===== config.mk =====
export PLATFORM = sky130hd
export DESIGN_NAME = mbt_addr_seq
export DESIGN_NICKNAME = d
export VERILOG_FILES = /design/src/rtl/mbt_pkg.sv /design/src/rtl/mbt_wrap_ctr.sv /design/src/rtl/mbt_down_ctr.sv /design/src/rtl/mbt_blk_ctr.sv /design/src/rtl/mbt_addr_seq.sv
export SDC_FILE = /design/constraint.sdc
export NUM_CORES = 1
export LEC_CHECK = 0
export BUFFER_PORTS_ARGS = -buffer_cell sky130_fd_sc_hd__buf_2
export CAP_MARGIN = 20
export CORE_UTILIZATION = 59
export DETAILED_ROUTE_END_ITERATION = 10
export PLACE_DENSITY = 0.85
export SYNTH_ARGS = -nofsm -noshare
export SYNTH_HDL_FRONTEND = slang
export SYNTH_SLANG_ARGS = --single-unit

===== constraint.sdc =====
create_clock -name clk -period 6.04 [get_ports clk]
set_input_delay 0.906 -clock clk [delete_from_list [all_inputs] [get_ports clk]]
set_output_delay 0.906 -clock clk [all_outputs]
set_load 0.005 [all_outputs]

===== src/rtl/mbt_pkg.sv =====
package mbt_pkg;
  localparam int WC_W = 12;
  localparam int BC_W = 5;
  typedef enum logic {
    MODE_OFFSET = 1'b0,
    MODE_LINEAR = 1'b1
  } addr_mode_e;
endpackage


===== src/rtl/mbt_wrap_ctr.sv =====
// Loadable up-counter that wraps to zero after LIMIT-1.
module mbt_wrap_ctr #(
  parameter int W     = 4,
  parameter int LIMIT = 16
) (
  input  logic         clk,
  input  logic         rst_n,
  input  logic         load,
  input  logic [W-1:0] load_val,
  input  logic         step,
  output logic [W-1:0] q
);
  localparam logic [W-1:0] TOP = W'(LIMIT - 1);

  always_ff @(posedge clk or negedge rst_n) begin
    if (!rst_n)     q <= '0;
    else if (load)  q <= load_val;
    else if (step)  q <= (q == TOP) ? '0 : q + 1'b1;
  end
endmodule


===== src/rtl/mbt_down_ctr.sv =====
// Loadable down-counter for the per-block word count.
module mbt_down_ctr #(
  parameter int W = 12
) (
  input  logic         clk,
  input  logic         rst_n,
  input  logic         load,
  input  logic [W-1:0] load_val,
  input  logic         dec,
  output logic [W-1:0] q
);
  always_ff @(posedge clk or negedge rst_n) begin
    if (!rst_n)     q <= '0;
    else if (load)  q <= load_val;
    else if (dec)   q <= q - 1'b1;
  end
endmodule


===== src/rtl/mbt_blk_ctr.sv =====
// Remaining-block counter: saturating append, decrement at block end.
module mbt_blk_ctr #(
  parameter int W = 5
) (
  input  logic         clk,
  input  logic         rst_n,
  input  logic         load,
  input  logic [W-1:0] load_val,
  input  logic         inc,
  input  logic         dec,
  output logic [W-1:0] q
);
  logic [W-1:0] eff;

  always_comb begin
    eff = (inc && (q != '1)) ? q + 1'b1 : q;
  end

  always_ff @(posedge clk or negedge rst_n) begin
    if (!rst_n)            q <= '0;
    else if (load)         q <= load_val;
    else if (dec)          q <= eff - 1'b1;
    else                   q <= eff;
  end
endmodule


===== src/rtl/mbt_addr_seq.sv =====
module mbt_addr_seq #(
  parameter int BLK_WORDS = 1176,
  parameter int NUM_BLKS  = 8,
  parameter int WC_W      = mbt_pkg::WC_W,
  parameter int BC_W      = mbt_pkg::BC_W,
  parameter int OFF_W     = $clog2(BLK_WORDS),
  parameter int BN_W      = $clog2(NUM_BLKS),
  parameter int ADDR_W    = $clog2(BLK_WORDS * NUM_BLKS)
) (
  input  logic              clk,
  input  logic              rst_n,
  input  logic              cfg_linear,
  input  logic [ADDR_W-1:0] cfg_start_addr,
  input  logic [BN_W-1:0]   cfg_block,
  input  logic [OFF_W-1:0]  cfg_offset,
  input  logic [WC_W-1:0]   cfg_wc_m1,
  input  logic [BC_W-1:0]   cfg_blk_m1,
  input  logic              start,
  input  logic              xfer_en,
  input  logic              blk_inc,
  input  logic              end_ack,
  input  logic              blk_flag_en,
  input  logic              blk_irq_en,
  output logic              addr_valid,
  input  logic              addr_ready,
  output logic [ADDR_W-1:0] addr,
  output logic              xfer_end,
  output logic              blk_flag,
  output logic              blk_irq
);
  import mbt_pkg::*;

  localparam int RAM_WORDS = BLK_WORDS * NUM_BLKS;

  logic              active_q, end_q, flag_q, irq_q;
  addr_mode_e        mode_q;
  logic [WC_W-1:0]   wc_rl_q, wc_q;
  logic [OFF_W-1:0]  off_rl_q, off_q;
  logic [BN_W-1:0]   bn_q;
  logic [ADDR_W-1:0] lin_q;
  logic [BC_W-1:0]   bc_q;

  logic accept_start, hs, inc_acc, word_last, last_blk, blk_end, xfer_done;
  logic reload;

  always_comb begin
    accept_start = start && xfer_en && !active_q;
    hs           = active_q && xfer_en && addr_ready;
    inc_acc      = blk_inc && active_q && xfer_en;
    word_last    = hs && (wc_q == '0);
    last_blk     = (bc_q == '0) && !inc_acc;
    blk_end      = word_last && !last_blk;
    xfer_done    = word_last && last_blk;
    reload       = accept_start || blk_end;
  end

  mbt_down_ctr #(.W(WC_W)) u_wc (
    .clk(clk), .rst_n(rst_n), .load(reload),
    .load_val(accept_start ? cfg_wc_m1 : wc_rl_q),
    .dec(hs && !word_last), .q(wc_q)
  );

  mbt_wrap_ctr #(.W(OFF_W), .LIMIT(BLK_WORDS)) u_off (
    .clk(clk), .rst_n(rst_n), .load(reload),
    .load_val(accept_start ? cfg_offset : off_rl_q),
    .step(hs && !word_last), .q(off_q)
  );

  mbt_wrap_ctr #(.W(ADDR_W), .LIMIT(RAM_WORDS)) u_lin (
    .clk(clk), .rst_n(rst_n), .load(accept_start),
    .load_val(cfg_start_addr), .step(hs), .q(lin_q)
  );

  mbt_wrap_ctr #(.W(BN_W), .LIMIT(NUM_BLKS)) u_bn (
    .clk(clk), .rst_n(rst_n), .load(accept_start),
    .load_val(cfg_block), .step(blk_end), .q(bn_q)
  );

  mbt_blk_ctr #(.W(BC_W)) u_bc (
    .clk(clk), .rst_n(rst_n), .load(accept_start),
    .load_val(cfg_blk_m1), .inc(inc_acc), .dec(blk_end), .q(bc_q)
  );

  always_ff @(posedge clk or negedge rst_n) begin
    if (!rst_n) begin
      active_q <= 1'b0;
      end_q    <= 1'b0;
      flag_q   <= 1'b0;
      irq_q    <= 1'b0;
      mode_q   <= MODE_OFFSET;
      wc_rl_q  <= '0;
      off_rl_q <= '0;
    end else begin
      irq_q <= blk_end && blk_flag_en && blk_irq_en;

      if (!xfer_en)          active_q <= 1'b0;
      else if (accept_start) active_q <= 1'b1;
      else if (xfer_done)    active_q <= 1'b0;

      if (accept_start) begin
        mode_q   <= addr_mode_e'(cfg_linear);
        wc_rl_q  <= cfg_wc_m1;
        off_rl_q <= cfg_offset;
      end

      if (accept_start)      end_q <= 1'b0;
      else if (xfer_done)    end_q <= 1'b1;
      else if (end_ack)      end_q <= 1'b0;

      if (accept_start)                    flag_q <= 1'b0;
      else if (blk_end && blk_flag_en)     flag_q <= 1'b1;
      else if (end_ack)                    flag_q <= 1'b0;
    end
  end

  always_comb begin
    if (mode_q == MODE_LINEAR)
      addr = lin_q;
    else
      addr = ADDR_W'(bn_q) * ADDR_W'(BLK_WORDS) + ADDR_W'(off_q);
  end

  assign addr_valid = active_q;
  assign xfer_end   = end_q;
  assign blk_flag   = flag_q;
  assign blk_irq    = irq_q;
endmodule


==> impl.org, run 1 <==
** Run status
- Status :: complete, no violations

** Setup path
- Startpoint of the lowest-slack register-to-register path :: u_bc.q[0]$_DFF_PN0_
- Together, buffers and inverters on the worst path number 3.
- For the worst setup path, the data required time is 5130 ps.
- Kind of start point of the critical path :: flip-flop
- Worst reg2reg path depth :: 9
- The setup check on the worst reg-to-reg path leaves a slack of roughly 3400 ps.
- Worst Setup Path Type :: flip-flop to output pin
- For this run, the slowest stage of the critical path takes about 440 ps.
- Arrival time at the worst endpoint :: 3520 ps
- STA classifies the critical path endpoint as an output pin.
- Critical-path cell with the highest stage delay :: dfrtp_1
- Worst path cell trace :: inv_1, ha_1, inv_1, ha_1, ha_1, nor2_1, xnor2_1, ha_1, nand3_1, a2bb2oi_1, a21oi_1, or3_1, a32oi_1, buf_2
- Along the worst path, the maximum fanout reaches 6.
- CP delay by family, top :: adder cells
- The cell that appears most often on the critical path is ha_1.
- Worst R2R End :: u_bc.q[4]$_DFF_PN0_

** Final layout
- Final non-filler cell area :: around 0.0054 mm^2
- Syn-to-layout area delta :: 10.1%
- The post-route netlist has 21.0% of its cells at a drive strength greater than 1.
- Number of antenna cells inserted :: 0
- At the end of the flow, the number of nets in the layout was 664.
- Fill cell count :: 650

** Clock tree
- CTS H-tree depth :: 3
- Buffers inserted to repair hold after CTS numbered 0.
- The clock passes through at most 2 buffers.
- Number of buffers created by CTS :: 9
- TritonCTS clock tree :: built
- Clock-pin slew was measured on the worst setup and hold paths at ~90 ps.
- # resized after CTS :: 0
- Post CTS Setup Buffer Count :: 0
- Number of sinks driven by the clock tree :: 73
- Clock latency on the worst-skew pair, taken at its later pin, is ~360 ps.
- Clk root buf :: clkbuf_8

** STA
- The final hold violation count is 0.
- Achievable frequency :: about 230 MHz
- Pin slew with the least headroom to its limit :: approximately 910 ps
- The clock arrives with ~15 ps of skew.
- The max-slew violation total from the final report was 0.
- Setup repair after global routing left no endpoint under its margin.
- Summed over all failing endpoints, the final setup total negative slack is 0 ps.
- Minimum clock period after layout :: about 4400 ps
- Headroom to the max-slew limit :: between 30 and 40%
- Final-report setup violation count :: 0
- Period Utilization, post-route :: between 70% and 80%

** Routing
- After the first detailed-routing iteration, the DRC count stood at 265.
- Mean routed wirelength per cell :: between 15 and 20 um
- After detailed routing, the number of vias per cell comes to approximately 6.
- In the routed design, unresolved DRC markers number 0.
- The detail route stage leaves a number of antenna-violating nets equal to 0.
- The first detailed-routing pass ran for 5 iterations.
- Detailed routing inserted a total of 4272 vias.
- Detailed Route WL :: approximately 12000 um

** Logic synthesis
- The commonest cells after synthesis are nand2_1 (80), dfrtp_1 (73), nor2_1 (34).
- Mapped cell area :: between 0.004 and 0.005 mm^2
- Number of enable-type register cells in the synthesized netlist :: 0
- Count of cell types in the netlist :: a little over 70
- Yosys synthesis warning count :: 0
- When the netlist entered floorplanning its net count stood at between 600 and 700.
- Per-instance average area after synthesis :: around 9.2 um^2
- For this run, the register share of the synthesized area comes to a little under two fifths.
- After synthesis, the cell types taking the most area are dfrtp_1 (38%), nand2_1 (6.2%), ha_1 (5.9%).
- In this run the biggest area consumer among cell types represents approximately 38% of the synthesized area.
- Fraction of synthesis flops using an asynchronous set or reset pin :: 100%
- Most frequently used flop master after synthesis :: dfrtp_1
- By instance count, the leading cell after synthesis is nand2_1.
- Yosys reg bits :: 73
- Synthesis handed over a netlist of roughly 530 instances.
- Summed over all instances, the cell type with the most area after synthesis is dfrtp_1.

** Worst hold path
- The min-delay analysis places its worst path in the category flip-flop to flip-flop.
- WHS Endpoint :: off_rl_q[10]$_DFF_PN0_
- In this run the most critical hold path is launched from off_rl_q[10]$_DFF_PN0_.
- Hold-critical path depth :: 2

** Pwr
- Sequential group share of total power :: between 40 and 50%
- Logic pwr share :: around 39%
- PnR Total Power :: 1.76 mW
- Max IR drop VDD :: 0.000193 V
- Switch share :: 39.5%
- Pwr per Cell Area :: approximately 330 mW/mm^2
- In this run the static leakage power is 2.45 nW.
- Net switching power figure :: around 0.69 mW
- Internal Pwr Total :: about 1.1 mW
- Part of the total power dissipated in the clock network :: slightly above 20%

** Global routing
- Entering global routing, the biggest net connects 74 pins.
- The first global-routing pass estimated just over 20000 um of wire.
- Residual overflow from global routing :: 0
- Vias in the first global route :: ~4200
- For this run, the total global-route usage over all layers was measured as between 20% and 30%.
- Number of antenna violations at the first check in global routing :: 0

** Floorplan
- The die is 92.8 um wide.
- Vertical die dimension :: around 93 um
- The floorplan has 32 rows.
- Die outline area :: roughly 0.0086 mm^2
- I/O pins :: 73
- The core region is a little under 0.008 mm^2.
- Effective utilization at floorplan :: between 60% and 70%

** Place
- Dpl hpwl :: 8160 um
- Number of buffer cells added on primary ports :: 72
- Last weighted congestion value of the routability-driven placer :: 0.865
- Placed Area :: 0.00518 mm^2

** Run
- Max cap viols :: 0
[power groups by stage]
stage               clock network [mW]  registers, mW  logic (mW)
floorplan                            0          0.670       0.526
global placement                     0          0.711       0.647
detailed placement                   0          0.718       0.672
CTS                              0.358          0.710       0.681
global route                     0.379          0.730       0.769
finish                           0.355          0.714       0.686
[layout make-up]
| class | instances | area, um^2 | area share, % |
|---|---|---|---|
| Inverter | 19 | 71.3 | 1.33 |
| Clock buffer | 10 | 128 | 2.38 |
| Tap cell | 102 | 128 | 2.38 |
| Sequential cell | 73 | 1830 | 34.1 |
| Timing Repair Buffer | 75 | 383 | 7.15 |
| Clock inverter | 6 | 50.0 | 0.935 |
| Multi-Input combinational cell | 407 | 2770 | 51.7 |
[worst max path at each step]
stage,to,from,depth (start not counted)
after floorplan,addr[13],u_bn.q[1]$_DFFE_PN0P_,13
after global placement,addr[13],u_bn.q[2]$_DFFE_PN0P_,13
after detailed placement,addr[13],u_bn.q[1]$_DFFE_PN0P_,14
after CTS,addr[13],u_bn.q[1]$_DFFE_PN0P_,14
after global routing,addr[13],u_bn.q[2]$_DFFE_PN0P_,13
final,addr[12],u_bn.q[1]$_DFFE_PN0P_,14
[cell usage in the layout, fill, tap and decap left out, drive strengths merged, types with 3 or more instances in the layout]
master / n
ha: 23
nor3b: 8
o21ai: 28
or2: 3
xnor2: 14
nand2: 80
nand4: 10
nand2b: 3
or3: 5
o211ai: 6
a31oi: 6
buf: 75
clkbuf: 10
dfrtp: 73
inv: 21
nand3: 19
a21oi: 24
mux2: 18
and3: 13
o31ai: 5
a22oi: 4
nor4b: 3
a21o: 6
nor4: 7
a32oi: 7
mux2i: 3
nor3: 11
xor2: 8
o2bb2ai: 7
nor2: 36
nor2b: 5
a221o: 13
[state kept, by name, indices dropped and copies added, names as in the netlist]
name        flops
addr_valid      1
blk_flag        1
blk_irq         1
mode_q          1
off_rl_q       11
u_bc.q          5
u_bn.q          3
u_lin.q        14
u_off.q        11
u_wc.q         12
wc_rl_q        12
xfer_end        1
[worst min-delay path, stage by stage, from the launching register on]
cell	delay [ps]
dfrtp_1	330
nand2_1	40
nand2_1	80
[cells by family after synthesis]
family	Yosys count	synth area share, %
flops	73	37.6
compound gates	126	18.8
mux	21	4.78
simple gates	214	22.9
xor+xnor	22	3.96
buf+inv	46	5.63
fa+ha+maj	24	6.33
[through the flow]
step / hold slack, ps / cells / util, % / setup slack [ps]
after floorplan: 441 / 526 / - / 2350
after global placement: 457 / 676 / 66.0 / 2120
after detailed placement: 465 / 676 / 66.0 / 2020
after CTS: 486 / 692 / 68.2 / 1650
after global routing: 500 / 692 / 68.2 / 1320
final: 481 / 692 / 68.2 / 1610
[routing by layer]
layer	wire, um	share of wire (%)	GRT usage (%)	up-vias
met4	220	1.9	9.10	0
met3	656	5.6	6.40	20
met1	5270	45	39.5	2055
met2	5530	47	47.9	141
met5	0	0	0	-
li1	-	-	-	2056
No activity file was read; power rests on OpenSTA's default activity.
==> run 2, diff against run 1 <==
Settings changed: CORE_UTILIZATION 59 to 58, PLACE_DENSITY 0.85 to 0.84.
Clock period 6.04 ns to 4.6 ns, I/O delays scaled along.
==> impl.org, run 2 (synthesis gave the netlist of run 1 again) <==
** Run status
- Status: complete, no violations (unchanged).

** Clock tree
- Clock slew seen by the registers of the worst setup and hold paths :: 80 ps (was 90 ps)
- The clock insertion delay at the later pin of the skew report was 360 ps (about the same).
- The maximum level of the CTS H-tree came to 3 (unchanged).
- The number of buffers inserted during clock tree synthesis is 9 (unchanged).
- The number of buffers inserted for hold repair after clock tree synthesis was 0 (unchanged).
- The maximum clock path buffer count came to 2 (unchanged).
- The count of buffers added by post-CTS timing repair for setup was 0 (unchanged).
- The post-cts sizing count came to 0 (unchanged).
- Number of sinks driven by the clock tree :: 73 (unchanged)
- The cell at the root of the clock tree was clkbuf_8 (unchanged).
- TritonCTS clock tree :: built (unchanged)

** Global routing
- Largest net degree at the start of global routing :: 49 (was 74)
- GRT Total Usage :: 28.4% (was 29.5%)
- The via count of the first global-routing pass came to 4131 (was 4245).
- The initial antenna violation count came to 0 (unchanged).
- The wire length of the first global-routing pass is 19300 um (was 20200 um).
- Residual overflow from global routing :: 0 (unchanged)

** Final layout
- Most frequent cells in the layout :: nand2_1 (80), dfrtp_1 (73), buf_2 (72) (unchanged)
- The fraction of layout instances using a drive strength above 1 came to 21.3% (was 21.0%).
- The most common cell after layout, fill and taps aside is nand2_1 (unchanged).
- The flip-flop count of the largest register after layout is 14 (unchanged).
- The final net count came to 666 (was 664).
- Fill cell count :: 689 (was 650)
- The area growth from synthesis to layout was 12.0% (was 10.1%).
- Top reg by flops :: u_lin.q (unchanged)
- Number of antenna cells inserted :: 0 (unchanged)
- Top Registers :: u_lin.q: 14 flops, u_wc.q: 12 flops, wc_rl_q: 12 flops (unchanged)

** Place
- Dpl hpwl :: 8490 um (was 8160 um)
- The placer's final routability congestion estimate is 0.888 (was 0.865).
- The number of buffers added on ports is 72 (unchanged).

** Routing
- The count of antenna-violating nets left after detailed routing came to 0 (unchanged).
- Number of violations reported at the end of detailed-routing iteration 0 :: 266 (was 265)
- Detailed Route WL :: 11900 um (was 11700 um)
- The count of unresolved DRC violations after routing was 0 (unchanged).
- The number of detailed-route iterations in the first pass was 4 (was 5).
- The total via count after detailed routing is 4317 (was 4272).
- Mean routed wirelength per cell :: 17.0 um (was 16.9 um)
- Ratio of routed vias to standard cells :: 6.19 (was 6.17)

** Floorplan
- Overall die width :: 93.6 um (was 92.8 um)
- The number of placed I/O pins is 73 (unchanged).
- The total die area is 0.00876 mm^2 (was 0.00861 mm^2).
- Core region area :: 0.00818 mm^2 (was 0.00785 mm^2)
- Vertical die dimension :: 93.6 um (was 92.8 um)
- Effective utilization at floorplan :: 59.5% (was 62.0%)
- The standard-cell row count came to 33 (was 32).

** Setup path
- The startpoint-to-endpoint class of the critical path was flip-flop to output pin (unchanged).
- The top fanout value on the critical path is 13 (was 6).
- Kind of end point of the critical path :: output pin (unchanged)
- Critical-path cell with the highest stage delay :: dfrtp_1 (unchanged)
- Worst path cell trace: ha_1, inv_1, ha_1, ha_1, o21ai_0, xnor2_1, ha_1, nor3_1, or2_2, a211oi_1, a21oi_1, o31ai_1, buf_2 (was inv_1, ha_1, inv_1, ha_1, ha_1, nor2_1, xnor2_1, ha_1, nand3_1, a2bb2oi_1, a21oi_1, or3_1, a32oi_1, buf_2).
- The most numerous cell on the critical path is ha_1 (unchanged).
- Delay contributed by the slowest stage of the critical path :: 530 ps (was 440 ps)
- The critical path arrival is 3500 ps (was 3520 ps).
- Kind of start point of the critical path :: flip-flop (unchanged)
- The data required time at the worst endpoint came to 3910 ps (was 5130 ps).

** Pwr
- Leakage power figure :: 2.49 nW (was 2.45 nW)
- The power density over the cells was 443 mW/mm^2 (was 328 mW/mm^2).
- The largest vdd supply drop is 0.000226 V (was 0.000193 V).
- The total design power is 2.41 mW (was 1.76 mW).

** STA
- Period Utilization, post-route :: between 90% and 100%
- Final-report setup violation count :: 0 (unchanged)
- Setup repair after global routing missed its margin :: false (unchanged)
- The setup skew after layout came to 9.56 ps (was 15.2 ps).
- Setup total negative slack :: 0 ps (unchanged)
- The transition time of the tightest slew-check pin was 898 ps (was 914 ps).
- For this run, the top clock speed supported by timing is around 240 MHz.
- Number of failing hold endpoints at the final stage :: 0 (unchanged)
- The max-slew violation total from the final report is 0 (unchanged).
- Headroom to the max-slew limit :: 40.1% (was 39.1%)
- Minimum clock period after layout :: 4190 ps

** Worst hold path
- Path category of the worst min-delay check :: input port to async pin (was flip-flop to flip-flop)

** Run
- The number of max-capacitance violations reported came to 0 (unchanged).
## run 2: changes by cell type in the layout (fill, tap and decap cells not counted), sizes merged
cell / before / now
buf: 75 / 77
bufinv: 0 / 2
clkinvlp: 2 / 1
inv: 21 / 20
## run 2: per-layer routing
layer | part of all wire (%) | GRT usage (%) | wire length [um]
met4 | 2.8 | 11.7 | 327
met5 | 0 | 0 | 0
met1 | 43 | 36.6 | 5160
met3 | 6.3 | 5.77 | 749
met2 | 47 | 46.6 | 5630
## run 2: layout make-up
cell class | instances | area (um^2) | share of cell area [%]
Multi-Input combinational cell | 407 | 2770 | 50.8
Sequential cell | 73 | 1830 | 33.5
Timing Repair Buffer | 77 | 430 | 7.90
Tap cell | 105 | 131 | 2.41
Clock buffer | 10 | 128 | 2.34
Clock inverter | 6 | 90.1 | 1.65
Inverter | 19 | 71.3 | 1.31
## run 2: critical path: cells and delay by family (launching register included)
kind / cells / cell delay [ps]
adder cells (fa/ha/maj): 4 / 1140
buffers and inverters: 2 / 190
flip-flops: 1 / 530
AO/OA/AOI/OAI: 4 / 830
AND/OR/NAND/NOR: 2 / 360
XOR/XNOR: 1 / 90
## run 2: where the power goes
group / internal (mW) / switching (mW) / total [mW] / leakage, nW
logic: 0.429 / 0.477 / 0.906 / 1.50
clock network: 0.308 / 0.261 / 0.569 / 0.107
registers: 0.769 / 0.171 / 0.940 / 0.888
total: 1.51 / 0.908 / 2.41 / 2.49
## run 2: through the flow
step | instances | setup WS (ps) | instance area (um^2) | util, % | hold slack, ps
floorplan | 526 | 1130 | 4860 | - | 394
global placement | 679 | 898 | 5180 | 63.4 | 457
detailed placement | 679 | 813 | 5180 | 63.4 | 463
CTS | 695 | 416 | 5400 | 66.0 | 482
global route | 697 | 175 | 5450 | 66.6 | 256
finish | 697 | 409 | 5450 | 66.6 | 239
## run 2: final timing paths
check,startpoint,end,slack [ps],cells past startpoint
worst max-delay path,u_bn.q[2]$_DFFE_PN0P_,addr[13],410,13
worst min-delay path,rst_n,u_bc.q[3]$_DFF_PN0_,240,1
worst max register to register,addr_valid$_DFFE_PN0P_,u_off.q[10]$_DFFE_PN0P_,1890,5
worst min register to register,off_rl_q[10]$_DFF_PN0_,off_rl_q[10]$_DFF_PN0_,480,2
max in group asynchronous,rst_n,u_off.q[0]$_DFFE_PN0P_,3690,2
min in group clk,off_rl_q[10]$_DFF_PN0_,off_rl_q[10]$_DFF_PN0_,480,2
